[config.mk]
export PLATFORM = sky130hd
export DESIGN_NAME = cstamp_aux
export DESIGN_NICKNAME = d
export VERILOG_FILES = /design/src/rtl/cstamp_pkg.sv /design/src/rtl/cstamp_decode.sv /design/src/rtl/cstamp_counter.sv /design/src/rtl/cstamp_tear_track.sv /design/src/rtl/cstamp_aux.sv
export SDC_FILE = /design/constraint.sdc
export NUM_CORES = 1
export LEC_CHECK = 0
export ABC_AREA = 0
export BUFFER_PORTS_ARGS = -buffer_cell sky130_fd_sc_hd__buf_2
export CAP_MARGIN = 20
export CORE_ASPECT_RATIO = 0.7
export CORE_UTILIZATION = 60
export CTS_CLUSTER_DIAMETER = 200
export CTS_CLUSTER_SIZE = 20
export DETAILED_ROUTE_END_ITERATION = 7
export HOLD_SLACK_MARGIN = 0.03
export PLACE_DENSITY = 0.82
export SLEW_MARGIN = 10
export SYNTH_ARGS = -nofsm -noshare
export SYNTH_HDL_FRONTEND = slang
export SYNTH_SLANG_ARGS = --single-unit
[constraint.sdc]
create_clock -name clk -period 5.1 [get_ports clk]
set_input_delay 0.255 -clock clk [delete_from_list [all_inputs] [get_ports clk]]
set_output_delay 0.255 -clock clk [all_outputs]
set_load 0.01 [all_outputs]
[src/rtl/cstamp_pkg.sv]
package cstamp_pkg;
  typedef enum logic [1:0] {
    SEL_NONE = 2'd0,
    SEL_CTRL = 2'd1,
    SEL_LO   = 2'd2,
    SEL_HI   = 2'd3
  } reg_sel_e;
endpackage

[src/rtl/cstamp_decode.sv]
module cstamp_decode
  import cstamp_pkg::*;
#(
  parameter int unsigned ADDR_W = 12,
  parameter logic [ADDR_W-1:0] CTRL_ADDR = 'h103,
  parameter logic [ADDR_W-1:0] LO_ADDR   = 'h104,
  parameter logic [ADDR_W-1:0] HI_ADDR   = 'h105
) (
  input  logic [ADDR_W-1:0] addr,
  output reg_sel_e          sel
);
  always_comb begin
    if (addr == CTRL_ADDR)    sel = SEL_CTRL;
    else if (addr == LO_ADDR) sel = SEL_LO;
    else if (addr == HI_ADDR) sel = SEL_HI;
    else                      sel = SEL_NONE;
  end
endmodule

[src/rtl/cstamp_counter.sv]
module cstamp_counter #(
  parameter int unsigned CNT_W  = 64,
  parameter int unsigned WORD_W = 32
) (
  input  logic             clk,
  input  logic             rst,
  input  logic             run,
  output logic [CNT_W-1:0] cnt_q,
  output logic             wrap
);
  assign wrap = run & (&cnt_q[WORD_W-1:0]);

  always_ff @(posedge clk) begin
    if (rst)      cnt_q <= '0;
    else if (run) cnt_q <= cnt_q + 1'b1;
  end
endmodule

[src/rtl/cstamp_tear_track.sv]
module cstamp_tear_track (
  input  logic clk,
  input  logic rst,
  input  logic lo_read,
  input  logic wrap,
  output logic flag_q
);
  always_ff @(posedge clk) begin
    if (rst)          flag_q <= 1'b0;
    else if (lo_read) flag_q <= ~wrap;
    else if (wrap)    flag_q <= 1'b0;
  end
endmodule

[src/rtl/cstamp_aux.sv]
module cstamp_aux
  import cstamp_pkg::*;
#(
  parameter int unsigned ADDR_W = 12,
  parameter int unsigned WORD_W = 32,
  parameter int unsigned CNT_W  = 64,
  parameter logic [ADDR_W-1:0] CTRL_ADDR = 'h103,
  parameter logic [ADDR_W-1:0] LO_ADDR   = 'h104,
  parameter logic [ADDR_W-1:0] HI_ADDR   = 'h105
) (
  input  logic              clk,
  input  logic              rst,
  input  logic              bus_wr,
  input  logic              bus_rd,
  input  logic [ADDR_W-1:0] bus_addr,
  input  logic [WORD_W-1:0] bus_wdata,
  output logic [WORD_W-1:0] bus_rdata,
  output logic              bus_rvalid
);
  localparam int unsigned HI_W = CNT_W - WORD_W;

  reg_sel_e          sel;
  logic              run_q;
  logic [CNT_W-1:0]  cnt_q;
  logic              wrap;
  logic              flag_q;
  logic [WORD_W-1:0] hi_word;
  logic [WORD_W-1:0] ctrl_word;
  logic [WORD_W-1:0] rd_mux;

  cstamp_decode #(
    .ADDR_W(ADDR_W), .CTRL_ADDR(CTRL_ADDR), .LO_ADDR(LO_ADDR), .HI_ADDR(HI_ADDR)
  ) u_decode (
    .addr (bus_addr),
    .sel  (sel)
  );

  cstamp_counter #(.CNT_W(CNT_W), .WORD_W(WORD_W)) u_counter (
    .clk   (clk),
    .rst   (rst),
    .run   (run_q),
    .cnt_q (cnt_q),
    .wrap  (wrap)
  );

  cstamp_tear_track u_tear (
    .clk     (clk),
    .rst     (rst),
    .lo_read (bus_rd && sel == SEL_LO),
    .wrap    (wrap),
    .flag_q  (flag_q)
  );

  generate
    if (HI_W < WORD_W) begin : g_hi_pad
      assign hi_word = {{(WORD_W-HI_W){1'b0}}, cnt_q[CNT_W-1:WORD_W]};
    end else begin : g_hi_full
      assign hi_word = cnt_q[CNT_W-1:WORD_W];
    end
  endgenerate

  assign ctrl_word = {flag_q, {(WORD_W-2){1'b0}}, run_q};

  always_comb begin
    case (sel)
      SEL_CTRL: rd_mux = ctrl_word;
      SEL_LO:   rd_mux = cnt_q[WORD_W-1:0];
      SEL_HI:   rd_mux = hi_word;
      default:  rd_mux = '0;
    endcase
  end

  always_ff @(posedge clk) begin
    if (rst) begin
      run_q      <= 1'b0;
      bus_rdata  <= '0;
      bus_rvalid <= 1'b0;
    end else begin
      if (bus_wr && sel == SEL_CTRL) run_q <= bus_wdata[0];
      bus_rvalid <= bus_rd;
      if (bus_rd) bus_rdata <= rd_mux;
    end
  end
endmodule

# After elaboration in Yosys (flattened, before gate mapping)
# Index checks and enable logic that the tools add are counted.
[totals]
ff_bits = 99
output_inout_bits = 33
wordCells = 24
[op_classes]
addsub = 1
n_eq_ne = 6
muxes = 6
n_bitwise = 2
reduce_logical = 4
[ops]
columns = ["operator", "n"]
rows = [
  ["one-hot mux 32 bit (3 select lines)", 1],
  ["adder 64 x 1 -> 64 bit (second input constant)", 1],
  ["equality test 12 x 9 -> 1 bit (second input constant)", 3],
  ["AND reduction 32 bit", 1],
  ["2-to-1 mux 2 bit", 3],
  ["equality test 2 bit (second input constant)", 2],
  ["equality test 2 x 1 -> 1 bit (second input constant)", 1],
  ["logical AND 1 bit", 2],
  ["2-to-1 mux 1 bit", 2],
  ["nonzero test 2 bit", 1],
  ["bitwise AND 1 bit", 1],
  ["NOT 1 bit", 1],
]

# Longest topological paths before layout
# Gate-level depths: netlist of run 1.
[logic_depth]
depth_word = 7
depth_mapped = 8

# Hierarchy
# From an unflattened synthesis of run 1, not the netlist that was laid out.
[unflattened]
cells_unflattened = 554
hier_area_um2 = 4815.9
[by_module_without_submodules]
columns = ["mod", "instances", "cells_each", "area_each_um2", "seq_area_each_um2"]
rows = [
  ["cstamp_counter", 1, 407, 3342.0, 1281.2],
  ["cstamp_aux", 1, 137, 1375.1, 680.7],
  ["cstamp_decode", 1, 7, 65.1, 0.0],
  ["cstamp_tear_track", 1, 3, 33.8, 20.0],
]

# Worst setup path after synthesis of run 1
# OpenSTA, ideal clock, no wires.
[synth_timing]
kind = "register to register"
from = "reg u_counter.cnt_q[0]"
to = "reg u_counter.cnt_q[60]"
arrival_ns = 2.082
required_ns = 4.985
setup_slack_ns = 2.903
path_stages_with_launch = 9
period_less_slack_ns = 2.197
cell_sequence = "dfxtp_1 > ha_1 > nand4_2 > or3_1 > buf_2 > or3_1 > clkbuf_1 > o31a_1 > o21ba_2"
[synth_via]
elab_chain_len = 1
[synth_rtl]
columns = ["item", "line", "rtl"]
rows = [
  ["from (decl)", "cstamp_counter.sv:8", "output logic [CNT_W-1:0] cnt_q,"],
  ["from (signal assigned)", "cstamp_counter.sv:15", "else if (run) cnt_q <= cnt_q + 1'b1;"],
  ["adder 64 x 1 -> 64 bit", "cstamp_counter.sv:15", ""],
]
# No other way between the ends.
# A chain may end at the register's enable or synchronous reset.

==> impl_summary.md, run 1 <==
Run status
The flow ran to the end, and the final reports show no timing, DRC or antenna violations.

Clock tree
Gates resized during post-CTS repair numbered 0. The CTS root buffer is sky130_fd_sc_hd__clkbuf_8. The longest clock path from root to sink contains 2 buffers. Counting the buffers created by CTS gives 9. The clock latency of the later-clocked register in the worst-skew pair is 0.36 ns. The buffer count from post-CTS setup fixing is 0. TritonCTS built the clock tree.

The post-cts hold buffer count is 0. The clock transition at the registers of the reported paths is 0.11 ns. The clock tree synthesis step divided the H-tree into 3 levels. CTS saw 99 sinks.

Die
The floorplan step set the die height to 74.02 um. The width of the die is 104.9 um. For this configuration, the core starts out at a cell density of 64.02%.

The site row count is 25. The top-level I/O count is 81. The floorplan step defined a die boundary enclosing 7763 um2. The core region is 6944 um2.

Timing
The worst hold slack after final layout is 0.1622 ns. At the pin with the least slew margin, the transition time is 0.8721 ns. The number of hold-slack violations in the final timing report is 0.

Setup violations remaining at the end of the flow were counted as 0. For this run, the top clock speed supported by timing is 346.0 MHz. The relative slew slack is 41.65%. Adding up every negative setup slack in the final design gives 0 ns. The final max-slew violation count is 0. Setup repair after global routing left no endpoint under its margin.

The smallest clock period supported by the final layout is computed as 2.890 ns. Dividing the final minimum period by the clock period gives 56.67%. Clock skew on the completed layout was measured at 0.01425 ns.

Worst setup path
The setup path with the least slack is of type reg2reg. The largest single stage delay on the critical path is 0.70 ns. The most used cell along the critical path is sky130_fd_sc_hd__nand4_1. The endpoint identified for the worst register-to-register timing path is u_counter.cnt_q[55]. The register-to-register setup slack is 2.21 ns. Walking the worst path, the cells encountered are nand4_1 -> nor2_1 -> nand4_1 -> or4_1 -> a21oi_1. STA puts the critical path data arrival time at 3.19 ns. At the worst endpoint, the required time is 5.40 ns. The kind of start point of the critical path is a register.

The worst setup path is captured at a register. The slowest stage of the critical path is the sky130_fd_sc_hd__or4_1 cell. The path depth of the worst reg2reg path is 5. The startpoint of the worst-slack reg-to-reg timing path is run_q. The highest net fanout along the worst path is 13.

Drt
The vias per cell is 6.207. The total length of routed wires is 10.95 mm. The first TritonRoute pass finished after 5 iterations. The routed length per instance is 16.42 um. The via count is 4140. In the routed design, unresolved DRC markers number 0. The count of nets left with antenna violations once routing finished came out at 0. For this block, the initial DRC count from the detailed router was 431.

Finish
From synthesis to final layout, the design area changed by 11.26%. The net count of the finished layout is 617. Cells with a size suffix above 1 make up 14.66% of the layout. The repair_antennas step left the layout with diodes totalling 0.

Synthesis
Of all cell types, the one taking the most synthesized area is sky130_fd_sc_hd__dfxtp_1. The number of distinct library cells after synthesis is 43. The cell area that synthesis handed to floorplanning was 4446 um2. The number of instances in the synthesized netlist is 529. During synthesis, Yosys emitted a total of 0 warnings. The number of nets handed over by synthesis was 578. Summing the sequential cell areas from Yosys gives 44.58% of the chip area. The register bit total from synthesis is 99. In this run the biggest area consumer among cell types represents 44.58% of the synthesized area.

The per-instance average area after synthesis is 8.404 um2. Yosys attributes the largest share of cell area to sky130_fd_sc_hd__dfxtp_1 (45%), sky130_fd_sc_hd__nand2_1 (7.6%), sky130_fd_sc_hd__a22oi_1 (5.1%).

Power and ir drop
For this design the ratio of total power to cell area is 266.9 nW/um2. The analysis attributes to cell leakage a power of 1.817 nW. The highest ir drop seen on vdd is 0.1693 mV.

Global route
In the global route stage, overall resource usage came out at 29.48%. The first global-routing pass estimated 18.08 mm of wire. The number of antenna violations at the first check in global routing was 0.

The number of global-route vias before repair is 3788. The pin count of the biggest net entering global routing is 71. Global routing finished with a remaining overflow of 0.

Flow run
The max-capacitance violation count is 0.

Min path
For hold timing, the worst endpoint is run_q. Counting instances, the worst hold path has a depth of 3. The worst hold-check path type is in2reg. In this run the most critical hold path is launched from bus_wdata[0].

Placement
The routability congestion estimate is 0.8581. The detailed placer's ending HPWL is 7.521 mm. Input and output buffers added on the ports amount to 49.
[worst max-delay path, delay by kind of cell (launching register included)]
| family | cells | cell delay, ns |
|---|---|---|
| AO/OA/AOI/OAI | 1 | 0.14 |
| flip-flops | 1 | 0.51 |
| AND/OR/NAND/NOR | 4 | 2.17 |
[cell type report]
cell class	count	area (um2)
Clock inverter	7	82.58
Fill cell	593	1998
Multi-Input combinational cell	399	2338
Timing Repair Buffer	52	275.3
Sequential cell	99	1982
Inverter	7	26.28
Clock buffer	9	123.9
Tap cell	94	117.6
[worst max-delay path by stage]
| stage | startpoint | end | cells past startpoint |
|---|---|---|---|
| 3_5_place_dp | bus_addr[11] | bus_rdata[30] | 6 |
| 3_3_place_gp | bus_addr[11] | bus_rdata[1] | 6 |
| 5_1_grt | run_q | u_counter.cnt_q[57] | 5 |
| 4_1_cts | run_q | u_counter.cnt_q[55] | 5 |
| 2_1_floorplan | u_counter.cnt_q[0] | u_counter.cnt_q[60] | 8 |
| 6_report | run_q | u_counter.cnt_q[55] | 5 |
[cells by family after synthesis]
kind of cell | Yosys count | synth area share, %
and+or+nand+nor | 263 | 30.96
AOI/OAI and AO/OA | 102 | 14.61
DFF | 99 | 44.58
buffers and inverters | 31 | 2.871
xor gates and xnor gates | 29 | 5.713
muxes | 4 | 0.9850
adders and majority gates | 1 | 0.2814
[registers in the layout (all words and copies together), names as in the netlist]
signal and flops:
u_counter.cnt_q 64, run_q 1, bus_rvalid 1, bus_rdata 32, u_tear.flag_q 1
[per-stage QoR]
step                total power, mW  utilization [%]  cells  worst slack (ns)  cell area (um2)
finish                        1.320            71.23    667             2.210             4946
global route                  1.363            71.23    667             2.051             4946
CTS                           1.328            71.01    666             2.250             4931
detailed placement           0.8167            68.04    650             2.089             4725
global placement             0.8160            68.04    650             2.207             4725
floorplan                    0.8047                -    529             2.903             4446
[cells in the mapped netlist]
| master | n |
|---|---|
| sky130_fd_sc_hd__dfxtp_1 | 99 |
| sky130_fd_sc_hd__nand2_1 | 90 |
| sky130_fd_sc_hd__nor2_1 | 37 |
| sky130_fd_sc_hd__a21oi_1 | 33 |
| sky130_fd_sc_hd__a22oi_1 | 30 |
| sky130_fd_sc_hd__nand3_1 | 29 |
| sky130_fd_sc_hd__nand4_1 | 26 |
| sky130_fd_sc_hd__or3_1 | 20 |
| sky130_fd_sc_hd__xor2_1 | 18 |
| sky130_fd_sc_hd__o21ai_0 | 17 |
| sky130_fd_sc_hd__or4_1 | 16 |
| sky130_fd_sc_hd__clkbuf_1 | 14 |
| sky130_fd_sc_hd__o31ai_1 | 14 |
| sky130_fd_sc_hd__xnor2_1 | 11 |
| sky130_fd_sc_hd__nor4_1 | 10 |
| sky130_fd_sc_hd__buf_2 | 9 |
| sky130_fd_sc_hd__and3_1 | 7 |
| sky130_fd_sc_hd__inv_1 | 7 |
| sky130_fd_sc_hd__nor3_1 | 5 |
| sky130_fd_sc_hd__a22o_1 | 4 |
| sky130_fd_sc_hd__and4_1 | 4 |
| sky130_fd_sc_hd__nor2b_1 | 4 |
| sky130_fd_sc_hd__mux2_2 | 3 |
| sky130_fd_sc_hd__and2_1 | 2 |
| sky130_fd_sc_hd__nor3_2 | 2 |
| sky130_fd_sc_hd__a31oi_1 | 1 |
| sky130_fd_sc_hd__and3_2 | 1 |
| sky130_fd_sc_hd__and4bb_2 | 1 |
| sky130_fd_sc_hd__buf_1 | 1 |
| sky130_fd_sc_hd__ha_1 | 1 |
| sky130_fd_sc_hd__mux2i_1 | 1 |
| sky130_fd_sc_hd__nand2b_1 | 1 |
| sky130_fd_sc_hd__nand3b_1 | 1 |
| sky130_fd_sc_hd__nand4_2 | 1 |
| sky130_fd_sc_hd__nand4_4 | 1 |
| sky130_fd_sc_hd__nor4_4 | 1 |
| sky130_fd_sc_hd__o21ba_2 | 1 |
| sky130_fd_sc_hd__o31a_1 | 1 |
| sky130_fd_sc_hd__o41ai_1 | 1 |
| sky130_fd_sc_hd__or2_2 | 1 |
| sky130_fd_sc_hd__or3_2 | 1 |
| sky130_fd_sc_hd__or3b_2 | 1 |
| sky130_fd_sc_hd__or4_4 | 1 |
[routing by layer]
| layer | up-vias | wire length (um) | track usage, % |
|---|---|---|---|
| met2 | 164 | 5001 | 48.34 |
| met3 | 12 | 792 | 4.996 |
| li1 | 2009 | - | - |
| met1 | 1955 | 5053 | 40.31 |
| met5 | - | 0 | 0 |
| met4 | 0 | 103 | 10.17 |
[cells in the final DEF (no fill, tap or decap), drive strengths merged, types with 10 or more instances in the layout]
cell / n
o31ai: 14
dfxtp: 99
xnor2: 11
nand4: 28
inv: 10
o21ai: 17
xor2: 18
or4: 17
buf: 52
nor2: 37
or3: 21
a22oi: 30
nand3: 29
a21oi: 33
nor4: 11
nand2: 90
[where the power goes]
part / leakage (nW) / switching [mW] / total, mW / internal, mW
registers: 0.797 / 0.0000861 / 0.773 / 0.773
logic: 0.921 / 0.0182 / 0.0262 / 0.00798
clock network: 0.0984 / 0.287 / 0.521 / 0.235
total: 1.82 / 0.305 / 1.32 / 1.02
(Power assumes the default switching activity.)
==> inputs of run 2 (changes only) <==
--- a/config.mk
+++ b/config.mk
@@ -9,12 +9,12 @@
 export BUFFER_PORTS_ARGS = -buffer_cell sky130_fd_sc_hd__buf_2
 export CAP_MARGIN = 20
 export CORE_ASPECT_RATIO = 0.7
-export CORE_UTILIZATION = 60
+export CORE_UTILIZATION = 55
 export CTS_CLUSTER_DIAMETER = 200
 export CTS_CLUSTER_SIZE = 20
 export DETAILED_ROUTE_END_ITERATION = 7
 export HOLD_SLACK_MARGIN = 0.03
-export PLACE_DENSITY = 0.82
+export PLACE_DENSITY = 0.76
 export SLEW_MARGIN = 10
 export SYNTH_ARGS = -nofsm -noshare
 export SYNTH_HDL_FRONTEND = slang
==> constraint.sdc (replaced) <==
create_clock -name clk -period 2.7 [get_ports clk]
set_input_delay 0.135 -clock clk [delete_from_list [all_inputs] [get_ports clk]]
set_output_delay 0.135 -clock clk [all_outputs]
set_load 0.01 [all_outputs]
==> run 2 against run 1 <==
Net effect:
- count of clock-buffer cells in the layout up 3
- critical path depth unchanged
- via count up 2.0%
- sequential cell count unchanged
- largest power group unchanged
- worst hold slack worse by 0.12 ns
- clock skew down 0.0073 ns
- critical path type unchanged
- sequential share of layout area down 1.8 points
- largest cell class unchanged
- sequential power up 89%
- global-route usage down 1.5 points
==> impl_summary.md, run 2 (synthesized netlist as in run 1, its figures left out) <==
Drt
The number of detailed-route iterations in the first pass is 5 (unchanged). The via count is 4221 (+2.0%). The remaining number of nets flagged by the antenna check after routing is 0 (unchanged).

The routed length per instance came to 16.22 um (-1.2%). The number of design rule violations left after detail routing is 0 (unchanged). The vias per cell came to 6.109 (-1.6%). The total length of routed wires came to 11.21 mm (+2.4%). The number of DRC violations after detailed-routing iteration 0 is 387 (-10%).

Clock tree
The clock sink total is 99 (unchanged). The number of H-tree levels was 3 (unchanged). The post-cts repair resize count is 0 (unchanged). TritonCTS built the clock tree. The clock latency of the later-clocked register in the worst-skew pair was 0.34 ns (-0.02 ns). The total CTS buffers came to 9 (unchanged). The worst-case clock buffer depth is 2 (unchanged).

The clock transition at the registers of the reported paths came to 0.07 ns (-0.04 ns). The tree is rooted in a sky130_fd_sc_hd__clkbuf_16.

Timing
The worst-margin pin slew is 0.7091 ns (-0.1630 ns). The final max-slew violation count is 0 (unchanged). The maximum clock frequency is 402.9 MHz (+16%). The setup-violating endpoint count in the final report was 0 (unchanged). The number of hold-slack violations in the final timing report is 0 (unchanged). The final critical-path share of the clock period came to 91.93% (+35 points). The clock period minus final worst setup slack is 2.482 ns (-0.4082 ns). The post-route setup TNS was 0 ns (unchanged).

Setup repair after global routing left no endpoint under its margin. The worst setup skew after layout is 0.006916 ns (-0.007330 ns). The relative slew slack is 52.29% (+11 points).

Placement
The routability congestion estimate is 0.9089 (+5.9%). The number of placed cells counting well taps came to 674 (+3.7%). The quantity of I/O buffers inserted on ports is 49 (unchanged). The detailed placer's ending HPWL is 7.769 mm (+3.3%).

Finish
The diode insertion count for antenna repair is 0 (unchanged). u_counter.cnt_q holds more flip-flops than any other register. Leaving out fill and tap cells, the most frequent cell in the layout is sky130_fd_sc_hd__dfxtp_1. From synthesis to final layout, the design area changed by 16.49%. The number of flip-flops under the largest register name was 64 (unchanged).

In the final layout, the registers with the most flip-flops are u_counter.cnt_q x64, bus_rdata x32. The filler-free cell count of the finished design is 691 (+3.6%). The share of layout cells above drive strength 1 is 16.61% (+2.0 points).

The top cell types in the final layout, fill and taps aside, are sky130_fd_sc_hd__dfxtp_1 (99), sky130_fd_sc_hd__nand2_1 (90), sky130_fd_sc_hd__buf_2 (49). The final-stage net count was 634 (+2.8%).

Global route
The number of global-route vias before repair is 3732 (-1.5%). The global-route wire length before repair came to 18.15 mm (+0.38%). The final global-route overflow total came to 0 (unchanged).

The number of antenna violations at the first check in global routing is 0 (unchanged). The pin count of the biggest net entering global routing was 34 (-52%). The overall global routing resource usage is 27.94% (-1.5 points).

Die
The die footprint is 8452 um2 (+8.9%). The area of the core region is 7838 um2 (+13%). The top-level I/O count is 81 (unchanged). The site row count is 27 (+8.0%). The initial standard-cell utilization of the core is 56.72% (-7.3 points). The die extent in y is 77.22 um (+4.3%). The width of the die is 109.5 um (+4.4%).

Power and ir drop
The leakage power is 1.951 nW (+7.4%). The total power per unit cell area is 539.2 nW/um2 (+100%). The highest ir drop seen on vdd is 0.4880 mV (+190%).

Worst setup path
The worst setup path is of the reg2reg kind. The worst setup path is captured at a register. The highest net fanout along the worst path was 10 (-3).

The critical path required time was 2.97 ns (-2.43 ns). The kind of start point of the critical path is a register. The worst endpoint data arrival time is 2.76 ns (-0.43 ns).

Flow run
The max-capacitance violation count is 0 (unchanged).

Min path
The worst hold path belongs to the class in2reg.

Run status
The flow ran to the end, and the final reports show no timing, DRC or antenna violations.
## run 2: changes by cell type in the layout (fill, tap and decap cells not counted), moves of 2 or more
cell / previous run / this run
sky130_fd_sc_hd__clkbuf_8: 9 / 1
sky130_fd_sc_hd__clkbuf_1: 0 / 2
sky130_fd_sc_hd__clkbuf_16: 0 / 9
sky130_fd_sc_hd__clkinv_2: 0 / 2
sky130_fd_sc_hd__clkinvlp_4: 2 / 0
sky130_fd_sc_hd__buf_4: 2 / 18
## run 2: through the flow
stage                     cell area [um2]  hold slack [ns]  setup slack [ns]  power (mW)  utilization (%)
after floorplan                      4446           0.2258            0.5027       1.520                -
after global placement               4873           0.3794            0.3756       1.543            62.18
after detailed placement             4873           0.3825            0.3170       1.544            62.18
after CTS                            5179          0.04293            0.2908       2.803            66.08
after global routing                 5179          0.06860           0.05140       2.864            66.08
final                                5179          0.04419            0.2178       2.792            66.08
## run 2: worst paths after layout
path / from / endpoint / slack, ns / cells after the start
setup reg to reg: u_counter.cnt_q[14] / u_counter.cnt_q[45] / 0.22 / 5
hold / removal: bus_wdata[0] / run_q / 0.04 / 3
setup / recovery: u_counter.cnt_q[14] / u_counter.cnt_q[45] / 0.22 / 5
hold reg to reg: bus_rdata[0] / bus_rdata[0] / 0.48 / 1
## run 2: worst max-delay path, stage by stage, from the launching register on
cell                      delay, ns
sky130_fd_sc_hd__dfxtp_1       0.45
sky130_fd_sc_hd__nand4_1       0.26
sky130_fd_sc_hd__nor4_4        0.59
sky130_fd_sc_hd__nand4_1       0.48
sky130_fd_sc_hd__or3_1         0.48
sky130_fd_sc_hd__a21oi_1       0.15
## run 2: power breakdown
part	leakage, nW	internal, mW	switching [mW]
clock network	0.147	0.744	0.535
registers	0.797	1.46	0.000138
logic	1.01	0.0170	0.0348
## run 2: layout make-up
cell class / instances / area, um2
fill: 677 / 2659
multi-input combinational: 399 / 2338
sequential: 99 / 1982
timing repair buffer: 69 / 410.4
clock buffer: 12 / 246.5
tap: 101 / 126.4
clock inverter: 4 / 48.80
inverter: 7 / 26.28
## run 2: layer usage
| metal | share of wire, % | track usage [%] | vias to the layer above |
|---|---|---|---|
| met4 | 1.9 | 8.667 | 0 |
| met5 | 0 | 0 | - |
| li1 | - | - | 2053 |
| met1 | 47 | 39.17 | 2009 |
| met2 | 44 | 41.70 | 135 |
| met3 | 7.0 | 7.313 | 24 |
## run 2: what timing repair did
action                                 in CTS  in global routing
buffers inserted                            0                  0
hold buffers                                1                  0
endpoints found under the hold margin       1                  0
